==> config.mk <==
export PLATFORM = sky130hd
export DESIGN_NAME = storage_fault_encoder
export DESIGN_NICKNAME = d
export VERILOG_FILES = /design/src/rtl/sfe_pkg.sv /design/src/rtl/sfe_classify.sv /design/src/rtl/sfe_cause.sv /design/src/rtl/sfe_regs.sv /design/src/rtl/storage_fault_encoder.sv
export SDC_FILE = /design/constraint.sdc
export NUM_CORES = 1
export LEC_CHECK = 0
export BUFFER_PORTS_ARGS = -buffer_cell sky130_fd_sc_hd__buf_4
export CORE_MARGIN = 10
export CORE_UTILIZATION = 43
export DETAILED_ROUTE_END_ITERATION = 16
export HOLD_SLACK_MARGIN = 0.15
export PLACE_DENSITY = 0.8
export SLEW_MARGIN = 15
export SYNTH_ARGS = -nofsm -noshare
export SYNTH_HDL_FRONTEND = slang
export SYNTH_SLANG_ARGS = --single-unit
==> constraint.sdc <==
create_clock -name clk -period 1.52 [get_ports clk]
set_clock_uncertainty 0.1 [all_clocks]
set_input_delay 0.304 -clock clk [delete_from_list [all_inputs] [get_ports clk]]
set_output_delay 0.304 -clock clk [all_outputs]
set_load 0.01 [all_outputs]
==> src/rtl/sfe_pkg.sv <==
package sfe_pkg;
  typedef enum logic [2:0] {
    FC_NOMATCH = 3'd0,
    FC_PROT    = 3'd1,
    FC_NOEXEC  = 3'd2,
    FC_DIRECT  = 3'd3,
    FC_BKPT    = 3'd4,
    FC_EXTCTL  = 3'd5
  } fault_class_e;

  typedef enum logic [2:0] {
    AK_CODE  = 3'd0,
    AK_INT   = 3'd1,
    AK_FLOAT = 3'd2,
    AK_RESV  = 3'd3,
    AK_EXT   = 3'd4
  } access_kind_e;

  typedef enum logic [1:0] {
    XS_INSTR = 2'd0,
    XS_DATA  = 2'd1,
    XS_ALIGN = 2'd2
  } exc_sel_e;

  localparam int unsigned ST_UNSUP   = 31;
  localparam int unsigned ST_NOMATCH = 30;
  localparam int unsigned ST_PROT    = 27;
  localparam int unsigned ST_DSTORE  = 26;
  localparam int unsigned ST_STORE   = 25;
  localparam int unsigned ST_BKPT    = 22;
  localparam int unsigned ST_EXTCTL  = 20;
endpackage

==> src/rtl/sfe_classify.sv <==
module sfe_classify
  import sfe_pkg::*;
(
  input  logic     clk,
  input  logic     rst_n,
  input  logic     fault_valid,
  input  logic [2:0] fault_class,
  input  logic [2:0] access_kind,
  output exc_sel_e sel,
  output logic     data_side,
  output logic     upd_status
);
  fault_class_e cls;
  access_kind_e kind;

  always_comb begin
    cls  = fault_class_e'(fault_class);
    kind = access_kind_e'(access_kind);
    if (kind == AK_CODE)
      sel = XS_INSTR;
    else if (cls == FC_DIRECT && kind == AK_FLOAT)
      sel = XS_ALIGN;
    else
      sel = XS_DATA;
    data_side  = (sel != XS_INSTR);
    upd_status = (sel == XS_DATA);
  end

  p_fp_redirect_r5: assert property (@(posedge clk) disable iff (!rst_n)
    (fault_valid && fault_class == 3'd3 && access_kind == 3'd2) |-> (sel == XS_ALIGN && !upd_status));

  p_code_instr_r7: assert property (@(posedge clk) disable iff (!rst_n)
    (fault_valid && access_kind == 3'd0) |-> (sel == XS_INSTR && !data_side));
endmodule

==> src/rtl/sfe_cause.sv <==
module sfe_cause
  import sfe_pkg::*;
(
  input  logic [2:0]  fault_class,
  input  logic [2:0]  access_kind,
  input  logic        access_store,
  output logic [31:0] status_word
);
  fault_class_e cls;
  access_kind_e kind;

  always_comb begin
    cls  = fault_class_e'(fault_class);
    kind = access_kind_e'(access_kind);
    status_word = '0;
    unique case (cls)
      FC_PROT, FC_NOEXEC: status_word[ST_PROT] = 1'b1;
      FC_DIRECT: begin
        status_word[ST_UNSUP]  = 1'b1;
        status_word[ST_DSTORE] = 1'b1;
        if (kind == AK_EXT) status_word[ST_EXTCTL] = 1'b1;
      end
      FC_BKPT:   status_word[ST_BKPT]   = 1'b1;
      FC_EXTCTL: status_word[ST_EXTCTL] = 1'b1;
      default:   status_word[ST_NOMATCH] = 1'b1;
    endcase
    if (access_store) status_word[ST_STORE] = 1'b1;
  end
endmodule

==> src/rtl/sfe_regs.sv <==
module sfe_regs
  import sfe_pkg::*;
#(
  parameter int unsigned AW        = 32,
  parameter int unsigned SW        = 32,
  parameter int unsigned EXC_W     = 8,
  parameter int unsigned VEC_SHIFT = 8,
  parameter int unsigned NUM_DATA  = 3,
  parameter int unsigned NUM_INSTR = 4,
  parameter int unsigned NUM_ALIGN = 6
) (
  input  logic             clk,
  input  logic             rst_n,
  input  logic             fault_valid,
  input  exc_sel_e         sel,
  input  logic             data_side,
  input  logic             upd_status,
  input  logic [31:0]      status_word,
  input  logic [AW-1:0]    fault_addr,
  input  logic [AW-1:0]    cur_pc,
  input  logic [SW-1:0]    cur_status,
  output logic             entry_valid,
  output logic [EXC_W-1:0] exc_num,
  output logic [AW-1:0]    handler_addr,
  output logic [AW-1:0]    save_pc,
  output logic [SW-1:0]    save_status,
  output logic [31:0]      dfault_status,
  output logic [AW-1:0]    dfault_addr,
  output logic             xlat_flush
);
  localparam int unsigned PAD_W = AW - EXC_W;

  logic [EXC_W-1:0] num_next;
  logic [AW-1:0]    vec_next;

  always_comb begin
    unique case (sel)
      XS_INSTR: num_next = EXC_W'(NUM_INSTR);
      XS_ALIGN: num_next = EXC_W'(NUM_ALIGN);
      default:  num_next = EXC_W'(NUM_DATA);
    endcase
    vec_next = {{PAD_W{1'b0}}, num_next} << VEC_SHIFT;
  end

  always_ff @(posedge clk) begin
    if (!rst_n) begin
      entry_valid   <= 1'b0;
      xlat_flush    <= 1'b0;
      exc_num       <= '0;
      handler_addr  <= '0;
      save_pc       <= '0;
      save_status   <= '0;
      dfault_status <= '0;
      dfault_addr   <= '0;
    end else begin
      entry_valid <= fault_valid;
      xlat_flush  <= fault_valid;
      if (fault_valid) begin
        exc_num      <= num_next;
        handler_addr <= vec_next;
        save_pc      <= cur_pc;
        save_status  <= cur_status;
        if (data_side)  dfault_addr   <= fault_addr;
        if (upd_status) dfault_status <= status_word;
      end
    end
  end

  p_flush_with_entry_r10: assert property (@(posedge clk) disable iff (!rst_n)
    entry_valid == xlat_flush);

  p_vector_r9: assert property (@(posedge clk) disable iff (!rst_n)
    entry_valid |-> handler_addr == ({{PAD_W{1'b0}}, exc_num} << VEC_SHIFT));

  p_save_r9: assert property (@(posedge clk) disable iff (!rst_n)
    fault_valid |=> (entry_valid && save_pc == $past(cur_pc) && save_status == $past(cur_status)));

  p_instr_keeps_data_r7: assert property (@(posedge clk) disable iff (!rst_n)
    (fault_valid && sel == XS_INSTR) |=> ($stable(dfault_status) && $stable(dfault_addr)));

  p_idle_hold_r11: assert property (@(posedge clk) disable iff (!rst_n)
    !fault_valid |=> (!entry_valid && $stable(save_pc) && $stable(dfault_status) && $stable(dfault_addr)));

  p_data_nonzero_r2: assert property (@(posedge clk) disable iff (!rst_n)
    (fault_valid && upd_status) |=> dfault_status != 32'd0);
endmodule

==> src/rtl/storage_fault_encoder.sv <==
module storage_fault_encoder
  import sfe_pkg::*;
#(
  parameter int unsigned AW        = 32,
  parameter int unsigned SW        = 32,
  parameter int unsigned EXC_W     = 8,
  parameter int unsigned VEC_SHIFT = 8,
  parameter int unsigned NUM_DATA  = 3,
  parameter int unsigned NUM_INSTR = 4,
  parameter int unsigned NUM_ALIGN = 6
) (
  input  logic             clk,
  input  logic             rst_n,
  input  logic             fault_valid,
  input  logic [2:0]       fault_class,
  input  logic [2:0]       access_kind,
  input  logic             access_store,
  input  logic [AW-1:0]    fault_addr,
  input  logic [AW-1:0]    cur_pc,
  input  logic [SW-1:0]    cur_status,
  output logic             entry_valid,
  output logic [EXC_W-1:0] exc_num,
  output logic [AW-1:0]    handler_addr,
  output logic [AW-1:0]    save_pc,
  output logic [SW-1:0]    save_status,
  output logic [31:0]      dfault_status,
  output logic [AW-1:0]    dfault_addr,
  output logic             xlat_flush
);
  exc_sel_e    sel;
  logic        data_side;
  logic        upd_status;
  logic [31:0] status_word;

  sfe_classify u_classify (
    .clk         (clk),
    .rst_n       (rst_n),
    .fault_valid (fault_valid),
    .fault_class (fault_class),
    .access_kind (access_kind),
    .sel         (sel),
    .data_side   (data_side),
    .upd_status  (upd_status)
  );

  sfe_cause u_cause (
    .fault_class  (fault_class),
    .access_kind  (access_kind),
    .access_store (access_store),
    .status_word  (status_word)
  );

  sfe_regs #(
    .AW(AW), .SW(SW), .EXC_W(EXC_W), .VEC_SHIFT(VEC_SHIFT),
    .NUM_DATA(NUM_DATA), .NUM_INSTR(NUM_INSTR), .NUM_ALIGN(NUM_ALIGN)
  ) u_regs (
    .clk           (clk),
    .rst_n         (rst_n),
    .fault_valid   (fault_valid),
    .sel           (sel),
    .data_side     (data_side),
    .upd_status    (upd_status),
    .status_word   (status_word),
    .fault_addr    (fault_addr),
    .cur_pc        (cur_pc),
    .cur_status    (cur_status),
    .entry_valid   (entry_valid),
    .exc_num       (exc_num),
    .handler_addr  (handler_addr),
    .save_pc       (save_pc),
    .save_status   (save_status),
    .dfault_status (dfault_status),
    .dfault_addr   (dfault_addr),
    .xlat_flush    (xlat_flush)
  );

  p_store_bit_r3: assert property (@(posedge clk) disable iff (!rst_n)
    (fault_valid && access_store && access_kind != 3'd0 && !(fault_class == 3'd3 && access_kind == 3'd2))
      |=> dfault_status[25]);

  p_direct_bits_r4: assert property (@(posedge clk) disable iff (!rst_n)
    (fault_valid && fault_class == 3'd3 && access_kind != 3'd0 && access_kind != 3'd2)
      |=> (dfault_status[31] && dfault_status[26] && exc_num == EXC_W'(NUM_DATA)));
endmodule

# After elaboration in Yosys (flattened, before gate mapping)
# Cells that the tools add are included.
[classes] eq_ne=9 muxes=10 n_reduce_logical=8
[ops] cell="equality test 3 x 2 -> 1 bit, second input constant" count=3
[ops] cell="equality test 3 bit, second input constant" count=3
[ops] cell="2-to-1 mux 1 bit" count=6
[ops] cell="one-hot mux 3 bit (2 select lines)" count=1
[ops] cell="OR reduction 5 bit" count=1
[ops] cell="2-to-1 mux 2 bit" count=2
[ops] cell="AND reduction 2 bit" count=2
[ops] cell="equality test 3 x 1 -> 1 bit, second input constant" count=1
[ops] cell="zero test 3 bit" count=1
[ops] cell="equality test 2 x 1 -> 1 bit, second input constant" count=1
[ops] cell="equality test 2 bit, second input constant" count=1
[ops] cell="zero test 2 bit" count=1
[ops] cell="one-hot mux 1 bit (2 select lines)" count=1
[ops] cell="nonzero test 2 bit" count=1
[ops] cell="OR reduction 2 bit" count=1
[ops] cell="logical AND 1 bit" count=1
[totals] regBits=112 in_bits=106 output_inout_bits=170 word_cells=33

# Logic depth before layout (Yosys ltp)
# Gate-level depths: netlist of the first run.
[depth] ltp_word=6 mapped_depth=5 mapped_depth_nobuf=4

# By module
# A second synthesis of the first run with hierarchy kept.
[unflattened] hier_cells=596 hier_area_um2=5885.6
[by_module_without_submodules] mod="sfe_regs" instances=1 cells_per_inst=552 area_each_um2=5545.3 seq_area_each_um2=2642.5
[by_module_without_submodules] mod="sfe_cause" instances=1 cells_per_inst=39 area_each_um2=282.8 seq_area_each_um2=0.0
[by_module_without_submodules] mod="sfe_classify" instances=1 cells_per_inst=5 area_each_um2=57.6 seq_area_each_um2=0.0

# Worst setup path after synthesis of the first run
# No wires, ideal clock.
[synth_timing] kind="input to register" from="input access_kind[2]" to="register u_regs.dfault_status[26]" setup_time_ns=0.119 arrival_time_ns=1.120 required_ns=1.301 setup_slack_ns=0.181 path_stages=3 n_path_buf=0 cell_sequence="o31ai_4 a31oi_4 o221a_2"
[synth_via] elab_chain_cells=6 word_cells_on_any_way=7 classes_between="2 x eq/ne; 2 x mux; 3 x reduce/logical"
[synth_rtl] element="start: declaration" line_no="storage_fault_encoder.sv:16" rtl="input logic [2:0] access_kind,"
[synth_rtl] element="equality test 3 x 2 -> 1 bit" line_no="sfe_classify.sv:21" rtl="else if (cls == FC_DIRECT && kind == AK_FLOAT)"
[synth_rtl] element="logical AND 1 bit" line_no="sfe_classify.sv:21"
[synth_rtl] element="2-to-1 mux 2 bit" line_no="sfe_classify.sv:21"
[synth_rtl] element="2-to-1 mux 2 bit (*)" line_no="sfe_classify.sv:19" rtl="if (kind == AK_CODE)"
[synth_rtl] element="equality test 2 x 1 -> 1 bit (*)" line_no="sfe_classify.sv:26" rtl="upd_status = (sel == XS_DATA);"
[synth_rtl] element="AND reduction 2 bit (no source line) (*)"
[synth_rtl] element="end signal: assignment" line_no="sfe_regs.sv:64" rtl="if (upd_status) dfault_status <= status_word;"
[synth_rtl] element="end: declaration" line_no="sfe_regs.sv:27" rtl="output logic [31:0] dfault_status,"
# Mark *: on every way between the ends. The rest lies on a longest branch, timed or not.
# A chain may end at the register's enable or synchronous reset.

# Worst setup path after layout of the first run
[layout_timing] from="register u_regs.exc_num[0]" to="output exc_num[0]"
[layout_lines] element="start: declaration" line_no="sfe_regs.sv:23" rtl="output logic [EXC_W-1:0] exc_num,"
[layout_lines] element="start signal: assignment" line_no="sfe_regs.sv:59" rtl="exc_num <= num_next;"
[layout_lines] element="end: declaration" line_no="storage_fault_encoder.sv:22" rtl="output logic [EXC_W-1:0] exc_num,"
# No word-level cell between the ends.

==> results.cfg, run 1 <==
[grt]
grt_pass1_vias = 4490
antenna_found_initial = 1
grt_max_degree = 107
grt_pass1_wl_um = 24000
gr-total-overflow = 0
grt_usage = 0.199

[critical_path]
path_cells = buf_4
crit_slowest_cell = dfxtp_1
critPathTopFamily = flip-flops
endpoint_kind = primary output
critical_path_class = flop to primary output
critical_path.max_stage_delay_ns = 0.41
start_kind = flop
crit_required_ns = 1.12
startpoint = u_regs.exc_num[0]
crit_buf_inv = 1
rr_startpoint = u_regs.exc_num[0]
cp.arrival_ns = 0.93
crit_fanout = 3

[logic_synthesis]
ys_types = 31
netlist_area_mm2 = 0.00452
syn-mean-instance-area_um2 = 10.0
ys_ff_latch = 106
synthesis.instances = 452
yosysWarnings = 0
yosysSeqAreaShare = 0.469

[route]
first_pass_iters = 6
viasPerCell = 4.59
dr_total_vias = 4107
drc_errors = 0
first_iter_violations = 195
detail-route-antenna-nets = 0
routedWlPerCell_um = 17.6
totalWireLength_um = 15800

[power_and_ir_drop]
power_density_mw_per_mm2 = 868
peakVddDrop_mv = 0.668
leakage_nw = 3.48
fin_total_pwr_mw = 6.26

[die]
initial_core_util = 0.440
coreArea_mm2 = 0.0103
dieWidth_um = 123
die_h_um = 123
io_pins = 276
rows = 37
dieArea_mm2 = 0.0150

[sta]
fin_crit_ns = 1.33
min_period_over_period = 0.874
setup_violations = 0
rsz0062_at_grt = false
worst_slack_ns = 0.191
fmax_ghz = 0.752
slew_violations = 0
hold_viol_final = 0
finalSetupTns_ns = 0

[clocking]
cts_tree = built
cts_inserted_buffers = 9
root_buffer = clkbuf_8
cts_sinks = 106
clk_pin_slew_ns = 0.10
ctsResizeCount = 0
cts.path.max_buffers = 2
cts.htree.levels = 3
clk_latency_ns = 0.36

[placed_design]
routabilityCongestion = 0.761
hpwl_um = 10300
portBuffers = 216
dp_worst_setup_slack_ns = 0.0162

[final_layout]
fillers = 676
final_nets = 859
synthToLayoutAreaGrowth_pct = 59.6
regArea_mm2 = 0.00212
drive_above_1_share = 0.318
multiInputGateArea_mm2 = 0.00200

[hold_path]
hold_class = primary input to flop
holdCritStartpoint = fault_class[0]

[status]
status = finished clean

[run]
max_cap_violations = 0
==> report_power, final <==
part | switching [mW] | internal [mW]
Combinational | 0.594 | 0.753
Clock | 0.940 | 0.935
Sequential | 0.102 | 2.94
==> final timing paths <==
kind | end | slack (ns) | cells after the start
hold reg to reg | u_regs.dfault_addr[23] | 0.36 | 2
hold / removal | u_regs.dfault_status[22] | 0.20 | 3
setup / recovery | exc_num[0] | 0.19 | 1
setup reg to reg | u_regs.exc_num[0] | 0.65 | 2
==> layer usage <==
metal | part of all wire | up-vias | global-route usage
met1 | 0.34 | 1908 | 0.192
met5 | 0 | - | 0
met3 | 0.12 | 38 | 0.0941
met4 | 0.031 | 0 | 0.0869
met2 | 0.50 | 216 | 0.357
li1 | - | 1945 | -
==> Yosys cell counts <==
cell      number  area [um2]
a21boi_0       4        30.0
a21boi_1      29         218
a21boi_2       1        11.3
a21oi_1        1        5.00
a22o_1         1        8.76
a31oi_4        1        21.3
and2_1         1        6.26
and3b_1        1        8.76
buf_2          7        35.0
buf_4         66         495
buf_6          3        33.8
clkbuf_1      13        48.8
conb_1         1        3.75
dfxtp_1      106        2120
inv_1          1        3.75
mux2i_1       66         661
nand2_1       65         244
nand2b_1       1        6.26
nand2b_4       1        13.8
nand3_1        1        5.00
nor2_1         3        11.3
nor2b_1       68         425
nor3_1         1        5.00
nor4b_1        2        17.5
o211a_1        1        10.0
o21a_1         2        15.0
o21ai_0        1        5.00
o221a_2        1        11.3
o31a_1         1        8.76
o31ai_4        1        21.3
xnor2_1        1        8.76
==> registers in the layout, indices dropped and copies added, names as in the netlist <==
signal                cells
u_regs.dfault_addr       32
u_regs.save_status       32
u_regs.save_pc           32
u_regs.exc_num            3
u_regs.dfault_status      6
u_regs.entry_valid        1
==> per-stage QoR <==
stage	cell area (um2)	cells	util	hold WS, ns
finish	7210	895	0.702	0.202
global route	7210	895	0.702	0.211
CTS	7210	894	0.702	0.186
detailed placement	6020	780	0.586	0.349
global placement	6020	780	0.586	0.343
floorplan	4740	510	-	0.339
==> layout make-up <==
cell class | count | share of cell area
Tap cell | 136 | 0.0236
Clock inverter | 4 | 0.0106
Sequential cell | 106 | 0.294
Timing Repair Buffer | 321 | 0.375
Clock buffer | 12 | 0.0187
Inverter | 1 | 0.000520
Antenna cell | 1 | 0.000347
Multi-Input combinational cell | 314 | 0.277
==> what timing repair did <==
action | in CTS | in global routing
endpoints found under the hold margin | 98 | 0
buffers inserted | 0 | 0
hold buffers | 98 | 0
==> kinds of logic after synthesis <==
kind of cell | after synthesis | share of synthesized area
compound gates | 44 | 0.0808
xor+xnor | 1 | 0.00194
buf+inv | 90 | 0.136
flops | 106 | 0.469
mux | 66 | 0.146
other cells | 1 | 0.000830
simple gates | 144 | 0.164
==> cells in the final DEF (no fill, tap or decap), types with 2 or more instances in the layout <==
| cell | instances |
|---|---|
| buf_4 | 219 |
| dfxtp_1 | 106 |
| dlygate4sd3_1 | 98 |
| nor2b_1 | 68 |
| mux2i_1 | 66 |
| nand2_1 | 65 |
| conb_1 | 59 |
| a21boi_1 | 29 |
| clkbuf_8 | 9 |
| a21boi_0 | 4 |
| buf_12 | 4 |
| nor2_1 | 3 |
| clkbuf_1 | 3 |
| nor4b_1 | 2 |
| o21a_1 | 2 |
| bufinv_16 | 2 |
==> worst register-to-register path, stage by stage, from the launching register on <==
cell and delay [ns]:
dfxtp_1 0.36, nor2b_1 0.14, o21a_1 0.17
(Power assumes the default switching activity.)
==> run 2: changes to the inputs <==
MAX_ROUTING_LAYER = met4   (was not set)
==> run 2 against run 1 <==
Compared with the run above:
- utilization unchanged
- via count down 0.73%
- first-iteration DRC count down 5.6%
- sequential power about the same
- routed wire length down 0.40%
- setup slack worse by 0.0077 ns
- cell area unchanged
==> results.cfg, run 2 (synthesized netlist as in run 1, its figures left out) <==
[clocking]
clk_latency_ns = 0.36
cts.htree.levels = 3
ctsResizeCount = 0
post-cts-setup-buffer-count = 0
cts_inserted_buffers = 9
cts.path.max_buffers = 2
cts_hold_buf = 98
clk_pin_slew_ns = 0.10
root_buffer = clkbuf_8
cts_sinks = 106
cts_tree = built

[route]
first_iter_violations = 184
detail-route-antenna-nets = 0
routedWlPerCell_um = 17.5
drc_errors = 0
totalWireLength_um = 15700
first_pass_iters = 4
viasPerCell = 4.56
dr_total_vias = 4077

[die]
dieWidth_um = 123
initial_core_util = 0.440
coreArea_mm2 = 0.0103
dieArea_mm2 = 0.0150
die_h_um = 123
rows = 37
io_pins = 276

[critical_path]
path_cells = buf_4
start_kind = flop
ff2ff_setup_slack_ns = 0.65
crit_slowest_cell = dfxtp_1
endpoint_kind = primary output
crit_required_ns = 1.12
crit_fanout = 3
cp.arrival_ns = 0.93
critical_path_class = flop to primary output
crit_buf_inv = 1
critPathTopFamily = flip-flops
critical_path.max_stage_delay_ns = 0.41

[final_layout]
utilization = 0.702
reg_top3 = u_regs.dfault_addr x32, u_regs.save_pc x32, u_regs.save_status x32
drive_above_1_share = 0.318
synthToLayoutAreaGrowth_pct = 59.6
layout_commonest_cell = buf_4
fillers = 676
final_cell_mix = 219 x buf_4, 106 x dfxtp_1, 98 x dlygate4sd3_1
final_nets = 859

[sta]
fin_crit_ns = 1.34
setup_violations = 0
finalSetupTns_ns = 0
worst_slack_ns = 0.183
hold_viol_final = 0
rsz0062_at_grt = false
slew_violations = 0
min_period_over_period = 0.879
fmax_ghz = 0.748

[run]
max_cap_violations = 0

[status]
status = finished clean

[placed_design]
hpwl_um = 10300
routabilityCongestion = 0.771
portBuffers = 216
dp_worst_setup_slack_ns = 0.0162

[grt]
gr-total-overflow = 0
grt_max_degree = 107
antenna_found_initial = 1
grt_pass1_wl_um = 23900
grt_usage = 0.206
grt_pass1_vias = 4501

[power_and_ir_drop]
power_density_mw_per_mm2 = 868
peakVddDrop_mv = 0.667
leakage_nw = 3.48

[hold_path]
hold_class = primary input to flop
-- run 2: cell counts in the layout (fill, tap and decap cells not counted) --
Identical to the previous run, type by type.
-- run 2: path summary, 6_finish.rpt --
path / cells after the start / start / to
max reg2reg: 2 / u_regs.exc_num[0] / u_regs.exc_num[0]
min: 3 / fault_class[0] / u_regs.dfault_status[22]
min reg2reg: 2 / u_regs.dfault_addr[4] / u_regs.dfault_addr[4]
max: 1 / u_regs.exc_num[0] / exc_num[0]
-- run 2: worst reg2reg max path, stage by stage (launching register included) --
cell and delay, ns:
dfxtp_1 0.36, nor2b_1 0.14, o21a_1 0.17
-- run 2: final cells by class --
cell class,count,area [um2],area share
Antenna cell,1,2.50,0.000347
Tap cell,136,170,0.0236
Clock buffer,12,135,0.0187
Multi-Input combinational cell,314,2000,0.277
Timing Repair Buffer,321,2710,0.375
Sequential cell,106,2120,0.294
Clock inverter,4,76.3,0.0106
Inverter,1,3.75,0.000520
-- run 2: per-stage QoR --
stage	total power [mW]	cells	hold slack (ns)	instance area [um2]
2_1_floorplan	3.73	510	0.339	4740
3_3_place_gp	4.17	780	0.343	6020
3_5_place_dp	4.20	780	0.349	6020
4_1_cts	6.26	894	0.186	7210
5_1_grt	6.55	895	0.211	7210
6_report	6.26	895	0.201	7210
-- run 2: routing by layer --
metal  share of wire  vias up  track usage  routed length, um
met5               0        -            -                  0
met4           0.030        0       0.0869                465
met3            0.11       37       0.0803               1710
met2            0.50      211        0.356               7910
met1            0.36     1884        0.202               5620
li1                -     1945            -                  -
-- run 2: where the power goes --
group	internal (mW)	switching (mW)
sequential	2.94	0.102
combinational	0.753	0.593
clock	0.935	0.940
total	4.63	1.63
